`config.mk`:
```
export PLATFORM = sky130hd
export DESIGN_NAME = alu_flag_gen
export DESIGN_NICKNAME = d
export VERILOG_FILES = /design/src/rtl/alu_flag_pkg.sv /design/src/rtl/aflg_carry_unit.sv /design/src/rtl/aflg_result_test.sv /design/src/rtl/aflg_flag_reg.sv /design/src/rtl/alu_flag_gen.sv
export SDC_FILE = /design/constraint.sdc
export NUM_CORES = 1
export LEC_CHECK = 0
export BUFFER_PORTS_ARGS = -buffer_cell sky130_fd_sc_hd__buf_2
export CAP_MARGIN = 25
export CORE_ASPECT_RATIO = 0.75
export CORE_MARGIN = 2
export CORE_UTILIZATION = 30
export CTS_CLUSTER_SIZE = 16
export DETAILED_ROUTE_END_ITERATION = 10
export PLACE_DENSITY = 0.56
export SYNTH_ARGS = -nofsm -noshare
export SYNTH_HDL_FRONTEND = slang
export SYNTH_HIERARCHICAL = 1
export SYNTH_SLANG_ARGS = --single-unit
```
`constraint.sdc`:
```
create_clock -name clk -period 2.2 [get_ports clk]
set_input_delay 0.11 -clock clk [delete_from_list [all_inputs] [get_ports clk]]
set_output_delay 0.11 -clock clk [all_outputs]
set_load 0.05 [all_outputs]
```
`src/rtl/alu_flag_pkg.sv`:
```
// Package: shared types and bit positions for the ALU flag register.
// Assumes an 8-bit datapath; positions are fixed because consumers decode them.
package alu_flag_pkg;
    localparam int DATA_W   = 8;
    localparam int NIB_W    = 4;

    localparam int POS_SIGN = 7;
    localparam int POS_ZERO = 6;
    localparam int POS_HALF = 4;
    localparam int POS_PAR  = 2;
    localparam int POS_CARY = 0;

    // Constant bits: 5 and 3 read 0, bit 1 reads 1.
    localparam logic [DATA_W-1:0] FIXED_BITS = 8'h02;

    typedef enum logic [1:0] {
        OPC_ADD = 2'b00,
        OPC_SUB = 2'b01,
        OPC_LG0 = 2'b10,
        OPC_LG1 = 2'b11
    } op_class_t;

    typedef struct packed {
        logic sign;
        logic zero;
        logic half;
        logic par;
        logic cary;
    } stat_t;
endpackage

```
`src/rtl/aflg_carry_unit.sv`:
```
// Module: derives carry and half-carry from the operands.
// Assumes: subtract means A - B - carry_in; logical classes produce no carry.
module aflg_carry_unit
    import alu_flag_pkg::*;
#(
    parameter int W  = DATA_W,
    parameter int NW = NIB_W
) (
    input  logic [W-1:0] a,
    input  logic [W-1:0] b,
    input  logic         cin,
    input  logic [1:0]   opc,
    output logic         cary,
    output logic         half
);
    logic [W:0]  full_add, full_sub;
    logic [NW:0] nib_add, nib_sub;

    // Widened add and subtract; the top bit is the carry or the borrow.
    always_comb begin
        full_add = {1'b0, a} + {1'b0, b} + {{W{1'b0}}, cin};
        full_sub = {1'b0, a} - {1'b0, b} - {{W{1'b0}}, cin};
        nib_add  = {1'b0, a[NW-1:0]} + {1'b0, b[NW-1:0]} + {{NW{1'b0}}, cin};
        nib_sub  = {1'b0, a[NW-1:0]} - {1'b0, b[NW-1:0]} - {{NW{1'b0}}, cin};
    end

    // Select by operation class.
    always_comb begin
        unique case (opc)
            OPC_ADD: begin cary = full_add[W]; half = nib_add[NW]; end
            OPC_SUB: begin cary = full_sub[W]; half = nib_sub[NW]; end
            default: begin cary = 1'b0;        half = 1'b0;        end
        endcase
    end
endmodule

```
`src/rtl/aflg_result_test.sv`:
```
// Module: zero, sign and even-parity tests on the supplied result.
// Assumes: the result is the final value for the operation.
module aflg_result_test
    import alu_flag_pkg::*;
#(
    parameter int W = DATA_W
) (
    input  logic [W-1:0] res,
    output logic         zero,
    output logic         sign,
    output logic         par
);
    logic [W:0] par_chain;

    // Parity as a ripple XOR chain, one stage per result bit.
    assign par_chain[0] = 1'b0;
    for (genvar i = 0; i < W; i++) begin : g_par
        assign par_chain[i+1] = par_chain[i] ^ res[i];
    end

    // Flags taken from the result.
    always_comb begin
        zero = (res == '0);
        sign = res[W-1];
        par  = ~par_chain[W];
    end
endmodule

```
`src/rtl/aflg_flag_reg.sv`:
```
// Module: storage for the five status flags.
// Assumes: synchronous active-low reset that wins over the write enable.
module aflg_flag_reg
    import alu_flag_pkg::*;
(
    input  logic  clk,
    input  logic  rst_n,
    input  logic  we,
    input  stat_t d,
    output stat_t q
);
    // Capture new flags on write; clear on reset.
    always_ff @(posedge clk) begin
        if (!rst_n)  q <= '0;
        else if (we) q <= d;
    end
endmodule

```
`src/rtl/alu_flag_gen.sv`:
```
// Module: top of the ALU status flag register.
// Computes flags from operands and result, stores them on write,
// and presents them in a fixed byte layout with constant padding bits.
module alu_flag_gen
    import alu_flag_pkg::*;
(
    input  logic       clk,
    input  logic       rst_n,
    input  logic [7:0] opnd_a,
    input  logic [7:0] opnd_b,
    input  logic       carry_in,
    input  logic [7:0] alu_res,
    input  logic [1:0] op_class,
    input  logic       flag_we,
    output logic [7:0] flag_byte
);
    stat_t nxt, cur;

    aflg_carry_unit #(.W(DATA_W), .NW(NIB_W)) u_carry (
        .a(opnd_a), .b(opnd_b), .cin(carry_in), .opc(op_class),
        .cary(nxt.cary), .half(nxt.half)
    );

    aflg_result_test #(.W(DATA_W)) u_rtest (
        .res(alu_res), .zero(nxt.zero), .sign(nxt.sign), .par(nxt.par)
    );

    aflg_flag_reg u_reg (
        .clk(clk), .rst_n(rst_n), .we(flag_we), .d(nxt), .q(cur)
    );

    // Place the stored flags over the constant background.
    always_comb begin
        flag_byte           = FIXED_BITS;
        flag_byte[POS_SIGN] = cur.sign;
        flag_byte[POS_ZERO] = cur.zero;
        flag_byte[POS_HALF] = cur.half;
        flag_byte[POS_PAR]  = cur.par;
        flag_byte[POS_CARY] = cur.cary;
    end


    reset_value_chk: assert property (@(posedge clk)
        !rst_n |=> flag_byte == 8'h02);


    hold_when_idle_chk: assert property (@(posedge clk) disable iff (!rst_n)
        !flag_we |=> $stable(flag_byte));


    zero_follows_res_chk: assert property (@(posedge clk) disable iff (!rst_n)
        flag_we |=> flag_byte[6] == ($past(alu_res) == 8'h00));


    sign_follows_res_chk: assert property (@(posedge clk) disable iff (!rst_n)
        flag_we |=> flag_byte[7] == $past(alu_res[7]));


    parity_even_chk: assert property (@(posedge clk) disable iff (!rst_n)
        flag_we |=> flag_byte[2] == ($countones($past(alu_res)) % 2 == 0));


    logic_no_carry_chk: assert property (@(posedge clk) disable iff (!rst_n)
        (flag_we && op_class[1]) |=> (flag_byte[0] == 1'b0 && flag_byte[4] == 1'b0));


    fixed_bits_chk: assert property (@(posedge clk) disable iff (!rst_n)
        $past(rst_n) |-> (flag_byte[5] == 1'b0 && flag_byte[3] == 1'b0 && flag_byte[1] == 1'b1));
endmodule

```
======== After elaboration in Yosys (flattened, before gate mapping) ========
Cells that the tools add are included.
word-level totals
  input bits .............................. 30
  logic and storage cells ................. 26
  output and inout bits ................... 8
  register bits ........................... 5
cells by class
  muxes and demuxes ....................... 2
  bitwise gates (word level) .............. 8
  $add $sub $neg .......................... 8
  reductions and logical operators ........ 2
  eq/ne operators ......................... 1
operator list
  cell                                                                   count
  8-bit by 8-bit adder with 9-bit output                                 1
  9-bit by 1-bit adder with 9-bit output                                 1
  8-bit by 8-bit subtractor with 9-bit output                            1
  9-bit by 1-bit subtractor with 9-bit output                            1
  8-bit logical NOT                                                      1
  1-bit bitwise XOR                                                      7
  4-bit by 4-bit adder with 5-bit output                                 1
  5-bit by 1-bit adder with 5-bit output                                 1
  4-bit by 4-bit subtractor with 5-bit output                            1
  5-bit by 1-bit subtractor with 5-bit output                            1
  1-bit one-hot mux with 2 select lines                                  2
  2-bit by 1-bit equality test with 1-bit output, second input constant  1
  2-bit logical NOT                                                      1
  1-bit NOT                                                              1

======== Longest topological paths before layout ========
Gate-level depths: netlist of the first run.
  depth in word-level cells ............... 8
  mapped depth ............................ 11
  mapped depth without buffers ............ 11

======== Hierarchy ========
The synthesis of the first run kept the hierarchy.
by module, submodules not included
  module            seq. area each (um^2)  area an instance (um^2)  times used  cells an instance
  aflg_carry_unit   0.0                    513.0                    1           68
  aflg_flag_reg     100.1                  192.7                    1           16
  aflg_result_test  0.0                    112.6                    1           10
  alu_flag_gen      0.0                    30.0                     1           5

======== Worst setup path before layout of the first run ========
OpenSTA, ideal clock, no wires.
  path kind ............................... input port to flip-flop
  start ................................... input opnd_a[6]
  end ..................................... register u_reg/q[0] (netlist bit)
  path slack .............................. 348 ps
  arrival ................................. 1786 ps
  path buffers ............................ 0
  data required time ...................... 2134 ps
  setup time .............................. 66 ps
  stages .................................. 11
  cell sequence ........................... inv_1 -> ha_1 -> inv_1 -> ha_1 -> a21o_1 -> a221oi_2 -> o21ai_1 -> xor2_1 -> a211oi_2 -> mux2i_1 -> nor2b_1
RTL lines
  what                  RTL line             RTL
  start, declared       alu_flag_gen.sv:9    input logic [7:0] opnd_a,
  end signal, assigned  aflg_flag_reg.sv:14  if (!rst_n) q <= '0;
  end signal, assigned  aflg_flag_reg.sv:15  else if (we) q <= d;
  end, declared         aflg_flag_reg.sv:10  output stat_t q

==> results of run 1 <==
[cell families after synthesis]
| group | count (synthesis) | synth area share, % |
|---|---|---|
| mux | 5 | 5.900 |
| other cells | 2 | 0.8853 |
| buf+inv | 26 | 14.16 |
| simple gates | 20 | 13.72 |
| compound gates | 13 | 11.65 |
| fa+ha+maj | 22 | 32.45 |
| xor+xnor | 6 | 9.440 |
| flops | 5 | 11.80 |
[layout by cell type, fill, tap and decap left out, drive strengths merged]
| cell | n |
|---|---|
| and3 | 1 |
| mux2i | 5 |
| and2 | 1 |
| xor2 | 2 |
| nor2b | 5 |
| nand2 | 3 |
| nand3 | 2 |
| xnor2 | 2 |
| nor2 | 3 |
| ha | 22 |
| a221oi | 1 |
| o211ai | 1 |
| nand2b | 2 |
| dfxtp | 5 |
| conb | 3 |
| a21oi | 2 |
| clkbuf | 4 |
| inv | 21 |
| o21ai | 2 |
| buf | 34 |
| a211oi | 2 |
| a21o | 4 |
| a31oi | 1 |
| or4b | 1 |
| nor3 | 1 |
| nor4 | 1 |
| xnor3 | 2 |
[report_power, final]
part,internal [W],switching [W],leakage [nW]
sequential,0.0000981,0.00000314,0.0409
combinational,0.0000994,0.000119,0.572
clock,0.000124,0.0000441,0.0228
total,0.000322,0.000167,0.636
[cell type report]
cell class                 instances  area (µm²)  area share (%)
clock buffer                       4       45.04           4.206
tap                               36       45.04           4.206
inverter                          21       78.83           7.360
sequential                         5       100.1           9.346
multi-input combinational         69       631.9           59.00
timing repair buffer              34       170.2           15.89
[through the flow]
| stage | util [%] | std cells | cell area, µm² |
|---|---|---|---|
| floorplan | - | 100 | 852.1 |
| global placement | 38.83 | 165 | 1026 |
| detailed placement | 38.83 | 165 | 1026 |
| CTS | 40.53 | 169 | 1071 |
| global route | 40.53 | 169 | 1071 |
| finish | 40.53 | 169 | 1071 |
[worst paths after layout]
path | start | endpoint | slack [ns] | cells past startpoint
hold reg to reg | u_reg/q[1]$_SDFFE_PN0P_ | u_reg/q[1]$_SDFFE_PN0P_ | 0.51 | 2
setup reg to reg | u_reg/q[4]$_SDFFE_PN0P_ | u_reg/q[4]$_SDFFE_PN0P_ | 1.58 | 2
hold / removal | rst_n | u_reg/q[4]$_SDFFE_PN0P_ | 0.16 | 2
setup / recovery | opnd_a[7] | u_reg/q[0]$_SDFFE_PN0P_ | 0.37 | 12
[critical path: cells and delay by family]
kind | cells | cell delay (ns)
XOR/XNOR | 1 | 0.15
AND/OR/NAND/NOR | 2 | 0.30
AO/OA/AOI/OAI | 3 | 0.51
adder cells (fa/ha/maj) | 2 | 0.62
buffers and inverters | 3 | 0.18
multiplexers | 1 | 0.09
[layer usage]
| metal | wire length (µm) | up-vias | GRT usage, % |
|---|---|---|---|
| met4 | 14 | 0 | 2.083 |
| met2 | 710 | 23 | 16.50 |
| li1 | - | 388 | - |
| met1 | 757 | 316 | 13.05 |
| met5 | 0 | - | 0 |
| met3 | 102 | 2 | 3.425 |
==> results.yml, run 1 <==
timing:
  period_share_pct: 83.40
  grt_setup_unrepaired: "false"
  holdWs_ns: 0.1598
  fmax_ghz: 0.5450
  tns_ns: 0
  hold_violations: 0
  fin_crit_ns: 1.835
  slew_viol_final: 0
  timing.final.ws_setup_ns: 0.3652
  setup_viol: 0
  finClkSkew_ns: 0
job:
  max_cap_viol_count: 0
cells_and_area:
  nNetsFinal: 186
  n_antenna_cell: 0
  area_growth_pct: 26.25
  largest_reg_flops: 5
  largest_register: "u_reg/q"
  drive_gt1_share_pct: 30.08
  fillers: 278
  reg_top3: "u_reg/q (5)"
yosys:
  netlist.area_leader.share_pct: 32.45
  synth_largest_area_cell: "ha_1"
  synth_ff_type: "dfxtp_1"
  ys_ff_latch: 5
  ys_seq_area_share_pct: 11.80
  async_reset_ff_share_pct: 0
  synth_common_cells: "22 x ha_1, 21 x inv_1, 5 x dfxtp_1, 5 x mux2i_1, 5 x nor2b_1"
  synth_edf_count: 0
  synth.avg_cell_area_um2: 8.569
  ys_top_cells_by_area: "ha_1 32%, dfxtp_1 12%, inv_1 9.3%"
  synth_cell_types: 28
  yosysWarnings: 6
  postSynthCellCount: 99
  mappedNetlistArea_um2: 848.3
  yosysMostFrequentCell: "ha_1"
worst_setup_path:
  worstPathArrival_ns: 1.99
  path_class: "in2reg"
  endpoint_kind: "flop"
  path_max_fanout: 3
  path_cells: "buf_2 -> inv_1 -> ha_1 -> inv_1 -> ha_1 -> and3_1 -> a221oi_2 -> o21ai_1 -> xor2_1 -> a211oi_2 -> mux2i_1 -> nor2b_1"
  startpoint_type: "primary input"
  cpPeakStageDelay_ns: 0.31
  cp.required_ns: 2.36
  slowest_stage: "ha_1"
placed_design:
  gp_congestion: 0.7788
  dp_hpwl_um: 1426
  dp_slack_ns: 0.1393
  io_buffers: 34
worst_hold_path:
  hold_path_class: "in2reg"
floorplanning:
  start_util_pct: 32.10
  dieArea_um2: 3273
  coreArea_um2: 2643
  ios: 38
  rows: 16
  die_y_um: 50.05
  die-width_um: 65.40
drt:
  post-route-drc-count: 0
  wirelength_um: 1585
  first_iter_violations: 18
  vias_per_cell: 4.314
  detail-route-antenna-nets: 0
  vias: 729
  dr.pass1.iters: 4
  routedWlPerCell_um: 9.379
power:
  p_total_w: 0.0004884
  peakVddDrop_mv: 0.1966
  p_per_area_nw_per_um2: 456.0
  power.leakage_nw: 0.6361
clocking:
  cts_tree: "done"
  cts_resized: 0
  cts.sinks: 5
  path_clk_slew_ns: 0.04
  postCtsHoldBufs: 0
  htree_levels: 1
  clk_latency_ns: 0.22
  root_buffer: "clkbuf_8"
  clockBufferDepth: 2
  numCtsBuffers: 3
  cts_setup_buffers: 0
global_routing:
  grt_pass1_wl_um: 2573
  track_usage_pct: 10.15
  antenna_found_initial: 0
  grt_remaining_overflow: 0
  grt_max_degree: 6
  grt_pass1_vias: 643
outcome:
  outcome: "completed"
Power figures use the tool's default switching activity.
==> run 2: changes to the inputs <==
==> constraint.sdc (replaced) <==
create_clock -name clk -period 1.9 [get_ports clk]
set_input_delay 0.095 -clock clk [delete_from_list [all_inputs] [get_ports clk]]
set_output_delay 0.095 -clock clk [all_outputs]
set_load 0.05 [all_outputs]
==> run 2 against run 1 <==
Against the previous run: utilization rose by 3.6 points; largest cell class unchanged; die area did not move; count of clock-buffer cells in the layout did not move; sequential power rose by 16%; total power rose by 23%; global-route usage rose by 1.9 points; clock skew did not move; non-clock buffer count rose by 8; final area rose by 8.8%; cell count rose by 4.7%.
==> results.yml, run 2 (synthesized netlist as in run 1, its figures left out) <==
floorplanning:
  die_y_um: 50.05
  start_util_pct: 32.10
  coreArea_um2: 2643
  rows: 16
  dieArea_um2: 3273
  ios: 38
  die-width_um: 65.40
placed_design:
  dp_hpwl_um: 1578
  dp_slack_ns: -0.1453
  gp_congestion: 0.8151
  io_buffers: 34
global_routing:
  grt_remaining_overflow: 0
  track_usage_pct: 12.01
  grt_max_degree: 6
  grt_pass1_wl_um: 3063
  antenna_found_initial: 0
  grt_pass1_vias: 778
drt:
  post-route-drc-count: 0
  routedWlPerCell_um: 9.819
  wirelength_um: 1738
  dr.pass1.iters: 4
  vias_per_cell: 4.282
  detail-route-antenna-nets: 0
  vias: 758
  first_iter_violations: 15
clocking:
  clockBufferDepth: 2
  root_buffer: "clkbuf_8"
  cts_tree: "done"
  cts.sinks: 5
  htree_levels: 1
  path_clk_slew_ns: 0.03
  numCtsBuffers: 3
  clk_latency_ns: 0.22
cells_and_area:
  nNetsFinal: 194
  largest_reg_flops: 5
  fillers: 278
  reg_top3: "u_reg/q (5)"
  layout_common_cells: "34 x buf_2, 20 x ha_1, 19 x inv_1, 8 x buf_4"
  final_common_cell: "buf_2"
  largest_register: "u_reg/q"
  area_growth_pct: 37.32
  n_antenna_cell: 0
  fin_util_pct: 44.08
  drive_gt1_share_pct: 38.30
power:
  sw_frac_of_total_pct: 33.65
  power.leakage_nw: 0.6733
  netSwitchingPower_w: 0.0002019
  pwr-share-comb_pct: 48.4
  clkPwrFrac_pct: 32.1
  p_per_area_nw_per_um2: 515.1
  p_seq_share_pct: 19.5
  internal-power_w: 0.0003981
  peakVddDrop_mv: 0.1972
worst_setup_path:
  startpoint_type: "primary input"
  path_max_fanout: 2
  endpoint_kind: "flop"
  cp.required_ns: 2.05
  worstPathArrival_ns: 1.91
  path_class: "in2reg"
job:
  max_cap_viol_count: 0
timing:
  period_share_pct: 92.35
  setup_viol: 0
  slew_viol_final: 0
  fmax_ghz: 0.5699
  timing.final.ws_setup_ns: 0.1454
  finClkSkew_ns: 0
  fin_crit_ns: 1.755
  hold_violations: 0
  grt_setup_unrepaired: "false"
worst_hold_path:
  hold_path_class: "in2reg"
outcome:
  outcome: "completed"
-- run 2: metrics by stage --
stage | hold slack, ns | TNS, ns | std cells | area [µm²] | total power [W]
finish | 0.1497 | 0 | 177 | 1165 | 0.0006001
CTS | 0.1486 | 0 | 177 | 1131 | 0.0005926
detailed placement | 0.3739 | -0.2821 | 173 | 1086 | 0.0003947
global placement | 0.3678 | -0.1941 | 173 | 1086 | 0.0003863
global route | 0.1506 | 0 | 177 | 1165 | 0.0006507
floorplan | 0.2232 | 0 | 100 | 852.1 | 0.0003080
-- run 2: layer usage --
metal / GRT usage (%) / part of all wire, % / vias to the layer above
met5: 0 / 0 / -
met3: 3.425 / 7.0 / 2
met1: 14.13 / 44 / 332
met4: 3.125 / 0.81 / 0
met2: 21.26 / 48 / 22
li1: - / - / 402
-- run 2: cell type report --
class,instances,area [µm²],share of cell area (%)
clock buffers,4,45.04,3.867
inverters,21,78.83,6.767
multi-input cells,69,665.6,57.14
flip-flops and latches,5,100.1,8.593
well taps,36,45.04,3.867
repair buffers,42,230.2,19.76
-- run 2: critical path, stage by stage --
cell and delay (ns):
buf_2 0.09, inv_1 0.04, ha_1 0.28, a21o_1 0.18
ha_1 0.26, and2_1 0.17, o21ai_2 0.14, nand2b_1 0.08
xnor2_1 0.12, a211oi_1 0.24, mux2i_1 0.11, nor2b_1 0.11
-- run 2: power by group through the flow --
| stage | sequential [W] | combinational, W | clock (W) |
|---|---|---|---|
| after detailed placement | 0.000119 | 0.000276 | 0 |
| after global placement | 0.000118 | 0.000268 | 0 |
| after floorplan | 0.000146 | 0.000162 | 0 |
| after CTS | 0.000117 | 0.000278 | 0.000197 |
| after global routing | 0.000119 | 0.000324 | 0.000208 |
| final | 0.000117 | 0.000290 | 0.000192 |
-- run 2: path summary, 6_finish.rpt --
kind                           startpoint                       to  slack (ns)  cells past startpoint
hold reg to reg   u_reg/q[1]$_SDFFE_PN0P_  u_reg/q[1]$_SDFFE_PN0P_        0.51                      2
setup / recovery                opnd_b[0]  u_reg/q[2]$_SDFFE_PN0P_        0.15                     12
setup reg to reg  u_reg/q[0]$_SDFFE_PN0P_  u_reg/q[0]$_SDFFE_PN0P_        1.27                      2
hold / removal                      rst_n  u_reg/q[3]$_SDFFE_PN0P_        0.15                      2
-- run 2: repair_timing --
item / in CTS / in global routing
resized for setup: 0 / 6
hold buffers: 0 / 0
setup buffers: 0 / 0
endpoints found under the setup margin: 0 / 2
==> run 3: changes to the inputs <==
--- a/config.mk
+++ b/config.mk
@@ -9,10 +9,11 @@
 export CAP_MARGIN = 25
 export CORE_ASPECT_RATIO = 0.75
 export CORE_MARGIN = 2
-export CORE_UTILIZATION = 30
+export CORE_UTILIZATION = 48
+export CTS_BUF_LIST = sky130_fd_sc_hd__clkbuf_8
 export CTS_CLUSTER_SIZE = 16
 export DETAILED_ROUTE_END_ITERATION = 10
-export PLACE_DENSITY = 0.56
+export PLACE_DENSITY = 0.82
 export SYNTH_ARGS = -nofsm -noshare
 export SYNTH_HDL_FRONTEND = slang
 export SYNTH_HIERARCHICAL = 1
==> run 3 against run 2 <==
Against the previous run: wire length is 7.9% lower; clock power fell by 4%; cell count shrank 9.0%; flip-flop and latch count stayed put; clock skew is the same; utilization rose by 21 points; largest cell class unchanged; combinational power fell by 4%; worst hold slack gained 0.0080 ns.
==> results.yml, run 3 (synthesized netlist as in run 1, its figures left out) <==
outcome:
  outcome: "completed"
floorplanning:
  coreArea_um2: 1692
  ios: 38
  rows: 13
  die_y_um: 40.41
  die-width_um: 52.55
  dieArea_um2: 2123
  start_util_pct: 50.15
timing:
  fmax_ghz: 0.5626
  period_share_pct: 93.56
  grt_setup_unrepaired: "false"
  setup_viol: 0
  fin_crit_ns: 1.778
  timing.final.ws_setup_ns: 0.1224
  hold_violations: 0
  tns_ns: 0
  slew_viol_final: 0
  finClkSkew_ns: 0
drt:
  first_iter_violations: 3
  post-route-drc-count: 0
  vias_per_cell: 4.652
  routedWlPerCell_um: 9.938
  vias: 749
  detail-route-antenna-nets: 0
  dr.pass1.iters: 3
  wirelength_um: 1600
clocking:
  clockBufferDepth: 2
  clk_latency_ns: 0.22
  cts_setup_buffers: 0
  cts_tree: "done"
  postCtsHoldBufs: 0
  numCtsBuffers: 3
  cts.sinks: 5
  path_clk_slew_ns: 0.03
  root_buffer: "clkbuf_8"
  htree_levels: 1
placed_design:
  dp.cells: 157
  dp_hpwl_um: 1487
  postPlaceCellArea_um2: 1054
  io_buffers: 34
  gp_congestion: 0.7893
  dp_slack_ns: -0.1344
worst_setup_path:
  slowest_stage: "ha_1"
  r2r-start: "u_reg/q[4]$_SDFFE_PN0P_"
  timing.rr.end: "u_reg/q[4]$_SDFFE_PN0P_"
  path_cells: "buf_2 -> inv_1 -> ha_1 -> inv_1 -> ha_1 -> a21o_1 -> a221oi_2 -> o21ai_1 -> xor2_1 -> a211oi_2 -> mux2i_1 -> nor2b_1"
  cp_num_buf_inv: 3
  endpoint_kind: "flop"
  crit_family: "compound AO/OA/AOI/OAI gates"
  cp.required_ns: 2.06
  startpoint_type: "primary input"
  worstPathArrival_ns: 1.93
  reg2reg_depth: 2
  path_max_fanout: 2
  path_class: "in2reg"
  r2r_slack_ns: 1.26
  cpPeakStageDelay_ns: 0.31
global_routing:
  track_usage_pct: 16.64
  grt_pass1_vias: 683
  grt_max_degree: 6
  grt_pass1_wl_um: 2559
  antenna_found_initial: 0
  grt_remaining_overflow: 0
power:
  peakVddDrop_mv: 0.2778
  p_per_area_nw_per_um2: 522.2
  power.leakage_nw: 0.6715
  p_total_w: 0.0005782
cells_and_area:
  area_growth_pct: 30.53
  largest_reg_flops: 5
  largest_register: "u_reg/q"
  reg_top3: "u_reg/q (5)"
  fillers: 141
  drive_gt1_share_pct: 34.53
  final_area_um2: 1107
  layout_common_cells: "34 x buf_2, 22 x inv_1, 22 x ha_1, 6 x buf_4"
  stdcell_count: 161
  nNetsFinal: 192
  final_common_cell: "buf_2"
  n_antenna_cell: 0
worst_hold_path:
  min_path_cells: 2
  hold_path_class: "in2reg"
  whs_endpoint: "u_reg/q[3]$_SDFFE_PN0P_"
  hp-start: "rst_n"
job:
  max_cap_viol_count: 0
==> run 3: repair_timing <==
item | CTS | global route
endpoints found under the hold margin | 0 | 0
gates resized for setup | 0 | 2
endpoints found under the setup margin | 0 | 2
==> run 3: final cells by class <==
| cell class | count | area (µm²) | share of cell area, % |
|---|---|---|---|
| Clock buffer | 3 | 41.29 | 3.729 |
| Sequential cell | 5 | 100.1 | 9.040 |
| Clock inverter | 1 | 3.754 | 0.3390 |
| Tap cell | 22 | 27.53 | 2.486 |
| Inverter | 21 | 78.83 | 7.119 |
| Timing Repair Buffer | 40 | 215.2 | 19.44 |
| Multi-Input combinational cell | 69 | 640.6 | 57.85 |
==> run 3: worst max path at each step <==
stage	start	endpoint	slack [ns]	cells after the start
after floorplan	opnd_a[6]	u_reg/q[0]$_SDFFE_PN0P_	0.06	11
after global placement	opnd_b[0]	u_reg/q[2]$_SDFFE_PN0P_	-0.07	12
after detailed placement	opnd_b[0]	u_reg/q[2]$_SDFFE_PN0P_	-0.13	12
after CTS	opnd_a[4]	u_reg/q[0]$_SDFFE_PN0P_	0.09	12
after global routing	opnd_a[6]	u_reg/q[0]$_SDFFE_PN0P_	0.004	12
final	opnd_a[4]	u_reg/q[0]$_SDFFE_PN0P_	0.12	12
==> run 3: per-layer routing <==
layer  track usage [%]  up-vias  part of all wire [%]
met5                 0        -                     0
met4             1.923        0                     0
met3             3.358        0                   4.6
met2             33.13       21                    51
met1             19.21      331                    45
li1                  -      397                     -
==> run 3: stage by stage <==
step                hold WS (ns)  util, %
CTS                       0.1479    64.94
detailed placement        0.3710    62.28
finish                    0.1577    65.46
global placement          0.3601    62.28
global route              0.1512    65.46
floorplan                 0.2232        -
==> run 3: power breakdown <==
part	switching, W	internal (W)	leakage (nW)
Clock	0.0000469	0.000138	0.0269
Combinational	0.000146	0.000131	0.604
Sequential	0.00000317	0.000114	0.0409
Total	0.000196	0.000383	0.672
